[config.mk]
export PLATFORM = sky130hd
export DESIGN_NAME = nor_status_reg
export DESIGN_NICKNAME = d
export VERILOG_FILES = /design/src/rtl/nsr_pkg.sv /design/src/rtl/nsr_wel.sv /design/src/rtl/nsr_busy_seq.sv /design/src/rtl/nsr_nv_bits.sv /design/src/rtl/nsr_prot_map.sv /design/src/rtl/nor_status_reg.sv
export SDC_FILE = /design/constraint.sdc
export NUM_CORES = 1
export LEC_CHECK = 0
export ABC_AREA = 0
export BUFFER_PORTS_ARGS = -buffer_cell sky130_fd_sc_hd__buf_4
export CORE_MARGIN = 4
export CORE_UTILIZATION = 25
export DETAILED_ROUTE_END_ITERATION = 10
export GPL_ROUTABILITY_DRIVEN = 0
export PLACE_DENSITY = 0.56
export SYNTH_ARGS = -nofsm -noshare
export SYNTH_HDL_FRONTEND = slang
export SYNTH_SLANG_ARGS = --single-unit
[constraint.sdc]
create_clock -name clk -period 2.05 [get_ports clk]
set_clock_uncertainty 0.2 [all_clocks]
set_input_delay 0.205 -clock clk [delete_from_list [all_inputs] [get_ports clk]]
set_output_delay 0.205 -clock clk [all_outputs]
set_load 0.02 [all_outputs]
[src/rtl/nsr_pkg.sv]
package nsr_pkg;

  // Bit positions inside the status byte; the read-back layout depends on them.
  localparam int SR_BUSY   = 0;
  localparam int SR_WEL    = 1;
  localparam int SR_CODE_L = 2;
  localparam int SR_CODE_H = 4;
  localparam int SR_LOCK   = 7;

  // Cause of the current busy period.
  typedef enum logic [1:0] {
    BSY_IDLE   = 2'd0,
    BSY_STATUS = 2'd1,
    BSY_ARRAY  = 2'd2
  } busy_kind_e;

  // Non-volatile part of the status byte.
  typedef struct packed {
    logic       lock;
    logic [2:0] code;
  } nv_bits_t;

endpackage

[src/rtl/nsr_wel.sv]
module nsr_wel (
  input  logic clk,
  input  logic rst_n,
  input  logic set_i,
  input  logic clr_i,
  output logic wel_o
);

  logic wel_q;
  logic wel_d;

  always_comb begin
    wel_d = wel_q;
    if (clr_i)      wel_d = 1'b0;
    else if (set_i) wel_d = 1'b1;
  end

  always_ff @(posedge clk or negedge rst_n) begin
    if (!rst_n) wel_q <= 1'b0;
    else        wel_q <= wel_d;
  end

  assign wel_o = wel_q;

endmodule

[src/rtl/nsr_busy_seq.sv]
module nsr_busy_seq
  import nsr_pkg::*;
#(
  parameter int WRSR_CYCLES = 8
) (
  input  logic     clk,
  input  logic     rst_n,
  input  logic     start_status_i,
  input  logic     start_array_i,
  input  nv_bits_t nv_new_i,
  input  logic     op_done_i,
  output logic     busy_o,
  output logic     commit_o,
  output nv_bits_t nv_pend_o
);

  localparam int         CNT_W = (WRSR_CYCLES > 1) ? $clog2(WRSR_CYCLES) : 1;
  localparam logic [CNT_W-1:0] CNT_LOAD = CNT_W'(WRSR_CYCLES - 1);

  busy_kind_e       kind_q, kind_d;
  logic [CNT_W-1:0] cnt_q, cnt_d;
  nv_bits_t         pend_q;
  logic             pend_en;

  always_comb begin
    kind_d  = kind_q;
    cnt_d   = cnt_q;
    pend_en = 1'b0;
    case (kind_q)
      BSY_IDLE: begin
        if (start_status_i) begin
          kind_d  = BSY_STATUS;
          cnt_d   = CNT_LOAD;
          pend_en = 1'b1;
        end else if (start_array_i) begin
          kind_d  = BSY_ARRAY;
        end
      end
      BSY_STATUS: begin
        if (cnt_q == '0) kind_d = BSY_IDLE;
        else             cnt_d  = cnt_q - 1'b1;
      end
      BSY_ARRAY: begin
        if (op_done_i) kind_d = BSY_IDLE;
      end
      default: kind_d = BSY_IDLE;
    endcase
  end

  always_ff @(posedge clk or negedge rst_n) begin
    if (!rst_n) begin
      kind_q <= BSY_IDLE;
      cnt_q  <= '0;
    end else begin
      kind_q <= kind_d;
      cnt_q  <= cnt_d;
    end
  end

  // Pending data is only meaningful while a status write is counting.
  always_ff @(posedge clk) begin
    if (pend_en) pend_q <= nv_new_i;
  end

  assign busy_o    = (kind_q != BSY_IDLE);
  assign commit_o  = (kind_q == BSY_STATUS) && (cnt_q == '0);
  assign nv_pend_o = pend_q;

endmodule

[src/rtl/nsr_nv_bits.sv]
module nsr_nv_bits
  import nsr_pkg::*;
(
  input  logic     clk,
  input  logic     commit_i,
  input  nv_bits_t pend_i,
  output nv_bits_t nv_o
);

  nv_bits_t nv_q;
  nv_bits_t nv_d;

  always_comb begin
    nv_d = nv_q;
    if (commit_i) nv_d = pend_i;
  end

  // Models non-volatile cells: deliberately outside the power-up reset.
  always_ff @(posedge clk) begin
    nv_q <= nv_d;
  end

  assign nv_o = nv_q;

endmodule

[src/rtl/nsr_prot_map.sv]
module nsr_prot_map #(
  parameter int ADDR_W = 19
) (
  input  logic [2:0]        code_i,
  output logic              en_o,
  output logic [ADDR_W-1:0] base_o
);

  localparam int LOW_BIT = ADDR_W - 6;

  logic partial;

  assign en_o    = (code_i != 3'd0);
  assign partial = (code_i != 3'd0) && (code_i != 3'd7);

  for (genvar i = 0; i < ADDR_W; i++) begin : g_bit
    if (i >= LOW_BIT) begin : g_cmp
      localparam int LIM = i - ADDR_W + 7;
      assign base_o[i] = partial && (code_i <= 3'(LIM));
    end else begin : g_zero
      assign base_o[i] = 1'b0;
    end
  end

endmodule

[src/rtl/nor_status_reg.sv]
module nor_status_reg
  import nsr_pkg::*;
#(
  parameter int WRSR_CYCLES = 8,
  parameter int ADDR_W      = 19
) (
  input  logic              clk,
  input  logic              rst_n,
  input  logic              wren_i,
  input  logic              wrdi_i,
  input  logic              wrsr_i,
  input  logic [7:0]        wrsr_data_i,
  input  logic              pp_i,
  input  logic              se_i,
  input  logic              ce_i,
  input  logic              op_done_i,
  input  logic              wp_n_i,
  output logic [7:0]        status_o,
  output logic              prot_en_o,
  output logic [ADDR_W-1:0] prot_base_o
);

  logic     wel;
  logic     busy;
  logic     commit;
  logic     may_write;
  logic     sr_locked;
  logic     acc_status;
  logic     acc_array;
  logic     wel_set;
  logic     wel_clr;
  nv_bits_t nv_cur;
  nv_bits_t nv_new;
  nv_bits_t nv_pend;

  // Admission of instructions; a status write takes priority over an array op.
  always_comb begin
    may_write  = wel && !busy;
    sr_locked  = nv_cur.lock && !wp_n_i;
    acc_status = wrsr_i && may_write && !sr_locked;
    acc_array  = (pp_i || se_i || ce_i) && may_write && !wrsr_i;
    wel_set    = wren_i && !busy;
    wel_clr    = (wrdi_i && !busy) || acc_status || acc_array;
    nv_new     = '{lock: wrsr_data_i[SR_LOCK], code: wrsr_data_i[SR_CODE_H:SR_CODE_L]};
  end

  nsr_wel u_wel (
    .clk   (clk),
    .rst_n (rst_n),
    .set_i (wel_set),
    .clr_i (wel_clr),
    .wel_o (wel)
  );

  nsr_busy_seq #(
    .WRSR_CYCLES (WRSR_CYCLES)
  ) u_busy (
    .clk            (clk),
    .rst_n          (rst_n),
    .start_status_i (acc_status),
    .start_array_i  (acc_array),
    .nv_new_i       (nv_new),
    .op_done_i      (op_done_i),
    .busy_o         (busy),
    .commit_o       (commit),
    .nv_pend_o      (nv_pend)
  );

  nsr_nv_bits u_nv (
    .clk      (clk),
    .commit_i (commit),
    .pend_i   (nv_pend),
    .nv_o     (nv_cur)
  );

  nsr_prot_map #(
    .ADDR_W (ADDR_W)
  ) u_map (
    .code_i (nv_cur.code),
    .en_o   (prot_en_o),
    .base_o (prot_base_o)
  );

  assign status_o = {nv_cur.lock, 2'b00, nv_cur.code, wel, busy};

endmodule

==> results of run 1 <==
## area by class of cell
| type | instances | share of cell area |
|---|---|---|
| clock inverter | 1 | 0.003505 |
| clock buffer | 3 | 0.02103 |
| timing repair buffer | 33 | 0.2453 |
| tap | 44 | 0.05140 |
| multi-input combinational | 48 | 0.2967 |
| sequential | 14 | 0.3645 |
| inverter | 5 | 0.01752 |
## path summary, 6_finish.rpt
check	end	slack (ns)	depth (start not counted)
min in group clk	u_busy.kind_q[0]$_DFFE_PN0P_	0.08	3
max in group asynchronous	u_wel.wel_o$_DFFE_PN0P_	1.48	2
min	u_busy.cnt_q[1]$_DFFE_PN0P_	0.06	2
max	prot_base_o[18]	0.28	3
min reg2reg	u_nv.nv_o[2]$_DFFE_PP_	0.22	0
max reg2reg	u_nv.nv_o[2]$_DFFE_PP_	0.45	5
## layer usage
layer  wire length [um]  vias to the layer above  global-route usage
met5                  0                        -                   0
met4                 10                        0             0.01583
met3                173                        2             0.03813
met2                685                       31              0.1111
met1                506                      247             0.06210
li1                   -                      280                   -
## flip-flops by register name (all words and copies together) (netlist names)
register and cells:
u_nv.nv_o 4, u_busy.cnt_q 3, u_busy.nv_pend_o 4, u_wel.wel_o 1
u_busy.kind_q 2
## power groups by stage
stage          registers [mW]  logic (mW)  clock network [mW]
2_1_floorplan           0.406       0.311                   0
3_3_place_gp            0.412       0.357                   0
3_5_place_dp            0.414       0.363                   0
4_1_cts                 0.409       0.375               0.160
5_1_grt                 0.418       0.406               0.173
6_report                0.409       0.370               0.150
## cell families after synthesis
kind of cell    count (synthesis)
mux                             1
compound gates                  9
simple gates                   19
buf+inv                        23
fa+ha+maj                       2
other cells                     1
flops                          14
xor+xnor                        2
## stage by stage
step                      instances  area [um^2]  setup WS (ns)
after CTS                       148         1071         0.2741
after floorplan                  85        858.3         0.3973
after global routing            148         1071         0.1962
final                           148         1071         0.2821
after detailed placement        138        984.7         0.4673
after global placement          138        984.7         0.4597
## layout by cell type, fill, tap and decap left out, types with 2 or more instances in the layout
cell,n
a21oi_1,2
ha_1,2
nor2_1,6
conb_1,15
nor3b_1,3
nor3_1,2
edfxtp_1,8
dlygate4sd3_1,6
dfrtp_1,6
xnor2_1,2
buf_4,27
inv_1,5
nor3b_2,2
clkbuf_4,3
==> reports/qor.txt, run 1 <==
Top cells by area in the synthesized netlist - edfxtp_1, dfrtp_1, buf_4
Root cell of the clock tree - clkbuf_4
Dominant cell type by area after synthesis - edfxtp_1
Post-synthesis mux area share - 0.01242
CTS Sinks - 14
Mean post-synth cell area - 11.35 um^2
Synthesized flop and latch total - 14
CP max FO - 7
Flop pwr share - 0.440
Critical Path AT - 1.36 ns
Initial drt markers - 4
Crit-path slowest cell - edfxtp_1
Dominant synthesized flop cell - edfxtp_1
Largest net degree at the start of global routing - 9
Initial antenna violation count - 0
Endpoints failing setup - 0
Worst setup path class - reg2out
Total power - 0.9288 mW
Post-CTS sizing - 0
Mapped Area - 805.8 um^2
Crit share post-route - 0.8624
Area Overhead vs Synth - 32.92%
Cts bufs inserted - 3
Setup TNS Final - 0 ns
Clock power share - 0.161
Max-Cap Viols - 0
Antenna diodes - 0
Clk pin slew, worst setup/hold paths - 0.08 ns
Worst ir drop on vdd - 0.5453 mV
Clk_lat worst skew - 0.27 ns
Ports - 46
Number of global-route vias before repair - 501
Final hold slack - 0.06152 ns
Final net count - 125
Min cycle time layout - 1.768 ns
Worst r2r src - u_busy.cnt_q[0]$_DFFE_PN0P_
Total GRT Usage - 0.06302
Switching share of power - 0.3453
RSZ-0062 raised after global routing - no
Post-CTS Setup Bufs - 0
Sw Pwr - 0.3207 mW
Largest stage delay, worst path - 0.49 ns
DRC - 0
FFs w/ async S/R, synth - 0.4286
Post-Syn Instances - 71
I/O Buffers - 26
Power density cells - 867.2 nW/um^2
Detailed placement HPWL - 1150 um
Final Hold Fails - 0
Final core utilization - 0.3480
Hold_buf cts - 6
Drt total wl - 1375 um
Combinational fraction of design power - 0.399
Post-synthesis cell type count - 27
Gr ovfl total - 0
Core Area - 3078 um^2
Post-synthesis compound-gate area fraction - 0.09472
Setup crit start - u_nv.nv_o[1]$_DFFE_PP_
Worst min path class - in2async
# rows - 20
Crit-path cells - nor3_1 -> nor2_1 -> buf_4
Top cell type's share of synthesized area - 0.2981
H-tree Lvls - 1
WL/cell - 9.291 um
Register area - 390.4 um^2
Global-route wire length before repair - 2042 um
Drt first pass iters - 2
Synth Area in Adders - 0.03106
Vias per Instance - 3.784
Die footprint - 4195 um^2
CP Capture Type - primary output
Max Clk Rate - 565.7 MHz
WP data required - 1.64 ns
Largest delay contributor family on the critical path - flip-flops
XOR/XNOR share of the synthesized area - 0.02174
Most numerous cell in the Yosys netlist - buf_4
Die Y - 64.77 um
Simple logic cell fraction of the synthesized area - 0.1646
Maximum root-to-sink buffer count - 2
Detail Route Antenna Nets - 0
Max-slew violations - 0
Multi-input logic area - 317.8 um^2
Crit path buffers/inverters - 1
Element type at the critical path start - flop
Register area share after synthesis - 0.4845
Largest family of logic cells by synthesized area - buffers and inverters
Die width - 64.77 um
Starting density of the core - 0.2618
Commonest cells in the netlist - buf_4, edfxtp_1, dfrtp_1, nor2_1, inv_1
YS warnings - 0
Post-synth EDFFs - 8
P_int - 0.6081 mW
CTS tree - built
LEAKAGE - 0.4855 nW
Outcome - complete, no violations
Share of layout cells above drive strength 1 - 0.3558
DR vias - 560
Fillers - 319
Note: power is estimated with default switching activity, not from simulation.
==> inputs of run 2 (changes only) <==
Settings changed: ABC_AREA 0 to 1.
==> reports/qor.txt, run 2 <==
Flop pwr share - 0.397
WP data required - 1.64 ns
Most common cell after layout, fill and taps aside - buf_4
Final hold slack - 0.04454 ns
Die Y - 65.30 um
Final net count - 143
Placed insts - 155
Max-Cap Viols - 0
Endpoints failing setup - 0
CP max FO - 5
Gr ovfl total - 0
Initial antenna violation count - 0
Synthesized flop and latch total - 14
End of the critical path - prot_base_o[16]
Initial drt markers - 10
Share of layout cells above drive strength 1 - 0.3934
Min cycle time layout - 1.777 ns
Top cell type's share of synthesized area - 0.2927
Dominant synthesized flop cell - edfxtp_1
FFs w/ async S/R, synth - 0.4286
Core Area - 3103 um^2
Max-slew violations - 0
Post-synth EDFFs - 8
CTS Sinks - 14
Ports - 46
Register area share after synthesis - 0.4756
I/O Buffers - 26
Final Hold Fails - 0
Slew @ Worst Pin - 0.5283 ns
Antenna diodes - 0
# rows - 20
Switching share of power - 0.4095
Worst ir drop on vdd - 0.4413 mV
Combinational fraction of design power - 0.456
LEAKAGE - 0.5436 nW
Worst min path class - in2reg
Post-Syn Instances - 88
Number of global-route vias before repair - 541
Hold_buf cts - 7
Vias per Instance - 3.813
Cts bufs inserted - 3
Detail Route Antenna Nets - 0
Setup crit start - u_nv.nv_o[1]$_DFFE_PP_
R2R depth - 4
WL/cell - 9.181 um
Commonest cells in the netlist - buf_4, nand2_1, edfxtp_1
Die width - 65.30 um
Finished Layout Cells - 166
DR vias - 633
Outcome - complete, no violations
Setup TNS Final - 0 ns
Largest net degree at the start of global routing - 9
Clk_lat worst skew - 0.27 ns
Post-synthesis cell type count - 22
Worst r2r src - u_busy.cnt_q[0]$_DFFE_PN0P_
Clk pin slew, worst setup/hold paths - 0.08 ns
Largest stage delay, worst path - 0.46 ns
Final core utilization - 0.3520
Hold path depth - 4
Die footprint - 4264 um^2
Global-route wire length before repair - 2380 um
Power density cells - 974.3 nW/um^2
Register area - 390.4 um^2
Sw Pwr - 0.4358 mW
Crit-path cells - nor2_2 -> nor2_2 -> inv_2 -> o21ai_2 -> nand2_1 -> nand2_1 -> buf_4
Dominant cell type by area after synthesis - edfxtp_1
Post-CTS Setup Bufs - 0
Rel. slew slack - 0.6451
CP Capture Type - primary output
Multi-input logic area - 310.3 um^2
Critical Path AT - 1.37 ns
FF-to-FF End - u_nv.nv_o[2]$_DFFE_PP_
Crit share post-route - 0.8671
Clock power share - 0.147
Element type at the critical path start - flop
Post-CTS sizing - 0
Area Overhead vs Synth - 33.08%
Drt total wl - 1524 um
P_int - 0.6284 mW
RSZ-0062 raised after global routing - no
Drt first pass iters - 4
Detailed placement HPWL - 1246 um
Flop2flop setup slack - 0.31 ns
Mean post-synth cell area - 9.327 um^2
YS warnings - 0
Final worst setup slack - 0.2725 ns
Most frequent cells in the layout - buf_4, nand2_1, conb_1, edfxtp_1
Root cell of the clock tree - clkbuf_4
Mapped Area - 820.8 um^2
Maximum root-to-sink buffer count - 2
Fillers - 332
Dpl ws - 0.3023 ns
CTS tree - built
Crit-path slowest cell - edfxtp_1
DRC - 0
Total GRT Usage - 0.07251
Top cells by area in the synthesized netlist - edfxtp_1, dfrtp_1, buf_4
H-tree Lvls - 1
Starting density of the core - 0.2645
Worst setup path class - reg2out
Max Clk Rate - 562.6 MHz
## run 2: cell families after synthesis
family | count (synthesis) | share of synthesized area
AND/OR/NAND/NOR | 38 | 0.2439
buffers and inverters | 29 | 0.2104
flip-flops | 14 | 0.4756
AO/OA/AOI/OAI | 4 | 0.03506
adder cells (fa/ha/maj) | 2 | 0.03048
other | 1 | 0.004569
## run 2: layout make-up
cell class	count	area share
Timing Repair Buffer	33	0.2428
Clock buffer	3	0.02062
Tap cell	44	0.05040
Clock inverter	1	0.003436
Multi-Input combinational cell	59	0.2841
Inverter	12	0.04124
Sequential cell	14	0.3574
## run 2: worst min path at each step
| stage | startpoint | endpoint |
|---|---|---|
| detailed placement | rst_n | u_busy.cnt_q[0]$_DFFE_PN0P_ |
| CTS | ce_i | u_busy.kind_q[1]$_DFFE_PN0P_ |
| global route | pp_i | u_busy.kind_q[1]$_DFFE_PN0P_ |
| floorplan | rst_n | u_busy.cnt_q[0]$_DFFE_PN0P_ |
| finish | wrsr_i | u_busy.kind_q[1]$_DFFE_PN0P_ |
| global placement | rst_n | u_busy.cnt_q[1]$_DFFE_PN0P_ |
## run 2: worst max-delay path: cells and delay by family, from the launching register on
family | cells | cell delay [ns]
AOI/OAI and AO/OA | 1 | 0.06
DFF | 1 | 0.46
and+or+nand+nor | 4 | 0.36
buffers and inverters | 2 | 0.23
## run 2: layer usage
metal  up-vias  routed length [um]  global-route usage
li1        315                   -                   -
met2        38                 680              0.1062
met5         -                   0                   0
met4         0                   0             0.03109
met3         0                 163             0.02051
met1       280                 681             0.09915
## run 2: stage by stage
step	cell area [um^2]	power [mW]
finish	1092	1.064
CTS	1092	1.077
global route	1092	1.146
detailed placement	996.0	0.9069
global placement	996.0	0.8921
floorplan	873.3	0.8221
## run 2: power groups by stage
| stage | clock network (mW) | registers [mW] | logic, mW |
|---|---|---|---|
| floorplan | 0 | 0.425 | 0.398 |
| global placement | 0 | 0.427 | 0.465 |
| detailed placement | 0 | 0.429 | 0.477 |
| CTS | 0.165 | 0.422 | 0.490 |
| global route | 0.175 | 0.430 | 0.541 |
| finish | 0.156 | 0.423 | 0.485 |
==> inputs of run 3 (changes only) <==
Settings changed: CORE_MARGIN 4 to 5, PLACE_DENSITY 0.56 to 0.55.
==> reports/qor.txt, run 3 (synthesis gave the netlist of run 2 again) <==
Clk_lat worst skew - 0.28 ns
Die footprint - 4529 um^2
Max Clk Rate - 568.2 MHz
Fillers - 329
Setup TNS Final - 0 ns
Metal2 WL - 587 um
Power density cells - 975.0 nW/um^2
Root cell of the clock tree - clkbuf_4
Maximum root-to-sink buffer count - 2
Share of layout cells above drive strength 1 - 0.3934
LEAKAGE - 0.5436 nW
Initial drt markers - 8
Crit-path slowest cell - edfxtp_1
Critical Path AT - 1.36 ns
Ports - 46
Final net count - 143
Core Area - 3103 um^2
WL/cell - 8.753 um
CTS Sinks - 14
Endpoints failing setup - 0
Final Hold Fails - 0
DRC - 0
WP data required - 1.64 ns
Drt total wl - 1453 um
Element type at the critical path start - flop
Crit share post-route - 0.8586
Flop2flop setup slack - 0.34 ns
Highest routed metal layer - met4
Placed insts - 155
Wl on met1 - 614 um
Antenna diodes - 0
# rows - 20
Detailed placement HPWL - 1236 um
Slew @ Worst Pin - 0.5227 ns
Die Y - 67.30 um
Initial antenna violation count - 0
Outcome - complete, no violations
Post-CTS sizing - 0
Detail Route Antenna Nets - 0
Register area - 390.4 um^2
Global-route wire length before repair - 2187 um
Largest stage delay, worst path - 0.45 ns
Max-Cap Viols - 0
CP Capture Type - primary output
Most frequent cells in the layout - buf_4, nand2_1, conb_1, edfxtp_1
Min cycle time layout - 1.760 ns
Total power - 1.065 mW
CTS tree - built
Rel. slew slack - 0.6489
Gr ovfl total - 0
Total GRT Usage - 0.06502
Die width - 67.30 um
Routed length on met3 - 229 um
Most common cell after layout, fill and taps aside - buf_4
Finished Layout Cells - 166
Largest net degree at the start of global routing - 9
Multi-input logic area - 310.3 um^2
RSZ-0062 raised after global routing - no
H-tree Lvls - 1
Crit-path cells - nor2_2 -> nor2_2 -> inv_2 -> o21ai_2 -> nand2_1 -> nand2_1 -> buf_4
Vias per Instance - 3.705
Max-slew violations - 0
DR vias - 615
Worst ir drop on vdd - 0.3019 mV
Clk pin slew, worst setup/hold paths - 0.09 ns
Area Overhead vs Synth - 33.08%
I/O Buffers - 26
Cts bufs inserted - 3
Worst setup path class - reg2out
Drt first pass iters - 2
Starting density of the core - 0.2645
Worst min path class - in2reg
Number of global-route vias before repair - 526
CP max FO - 5
==> run 3: area by class of cell <==
cell class / count / area share
sequential: 14 / 0.3574
inverter: 12 / 0.04124
multi-input combinational: 59 / 0.2841
clock inverter: 1 / 0.003436
tap: 44 / 0.05040
timing repair buffer: 33 / 0.2428
clock buffer: 3 / 0.02062
==> run 3: what timing repair did <==
item / in CTS / in global routing
hold buffers: 7 / 0
buffers inserted: 0 / 0
endpoints found under the hold margin: 12 / 0
==> run 3: worst paths after layout <==
kind / startpoint / to / cells past startpoint
max in group asynchronous: rst_n / u_wel.wel_o$_DFFE_PN0P_ / 2
worst max register to register: u_busy.cnt_q[0]$_DFFE_PN0P_ / u_nv.nv_o[0]$_DFFE_PP_ / 4
worst min register to register: u_busy.nv_pend_o[0]$_DFFE_PP_ / u_nv.nv_o[0]$_DFFE_PP_ / 0
worst min-delay path: wrsr_i / u_busy.kind_q[1]$_DFFE_PN0P_ / 4
worst max-delay path: u_nv.nv_o[1]$_DFFE_PP_ / prot_base_o[16] / 7
min in group asynchronous: rst_n / u_busy.cnt_q[1]$_DFFE_PN0P_ / 2
==> run 3: per-stage QoR <==
step / worst slack (ns) / hold WS (ns) / cell area, um^2 / utilization
6_report: 0.2899 / 0.01915 / 1092 / 0.3520
5_1_grt: 0.1415 / 0.01441 / 1092 / 0.3520
4_1_cts: 0.2706 / 0.01878 / 1092 / 0.3520
3_5_place_dp: 0.3260 / -0.1774 / 996.0 / 0.3210
3_3_place_gp: 0.3809 / -0.1811 / 996.0 / 0.3210
2_1_floorplan: 0.3520 / -0.2906 / 873.3 / -
==> run 3: routing by layer <==
| metal | up-vias | GRT usage |
|---|---|---|
| li1 | 312 | - |
| met1 | 264 | 0.08020 |
| met2 | 36 | 0.09816 |
| met3 | 3 | 0.02163 |
| met4 | 0 | 0.03797 |
| met5 | - | 0 |
==> run 3: report_power, final <==
group | total (mW) | switching (mW) | internal [mW]
Sequential | 0.422 | 0.0470 | 0.375
Clock | 0.160 | 0.0890 | 0.0706
Combinational | 0.484 | 0.301 | 0.183
==> run 3: worst max-delay path, delay by kind of cell, from the launching register on <==
kind | cells | cell delay [ns]
DFF | 1 | 0.45
AOI/OAI and AO/OA | 1 | 0.06
and+or+nand+nor | 4 | 0.34
buffers and inverters | 2 | 0.22
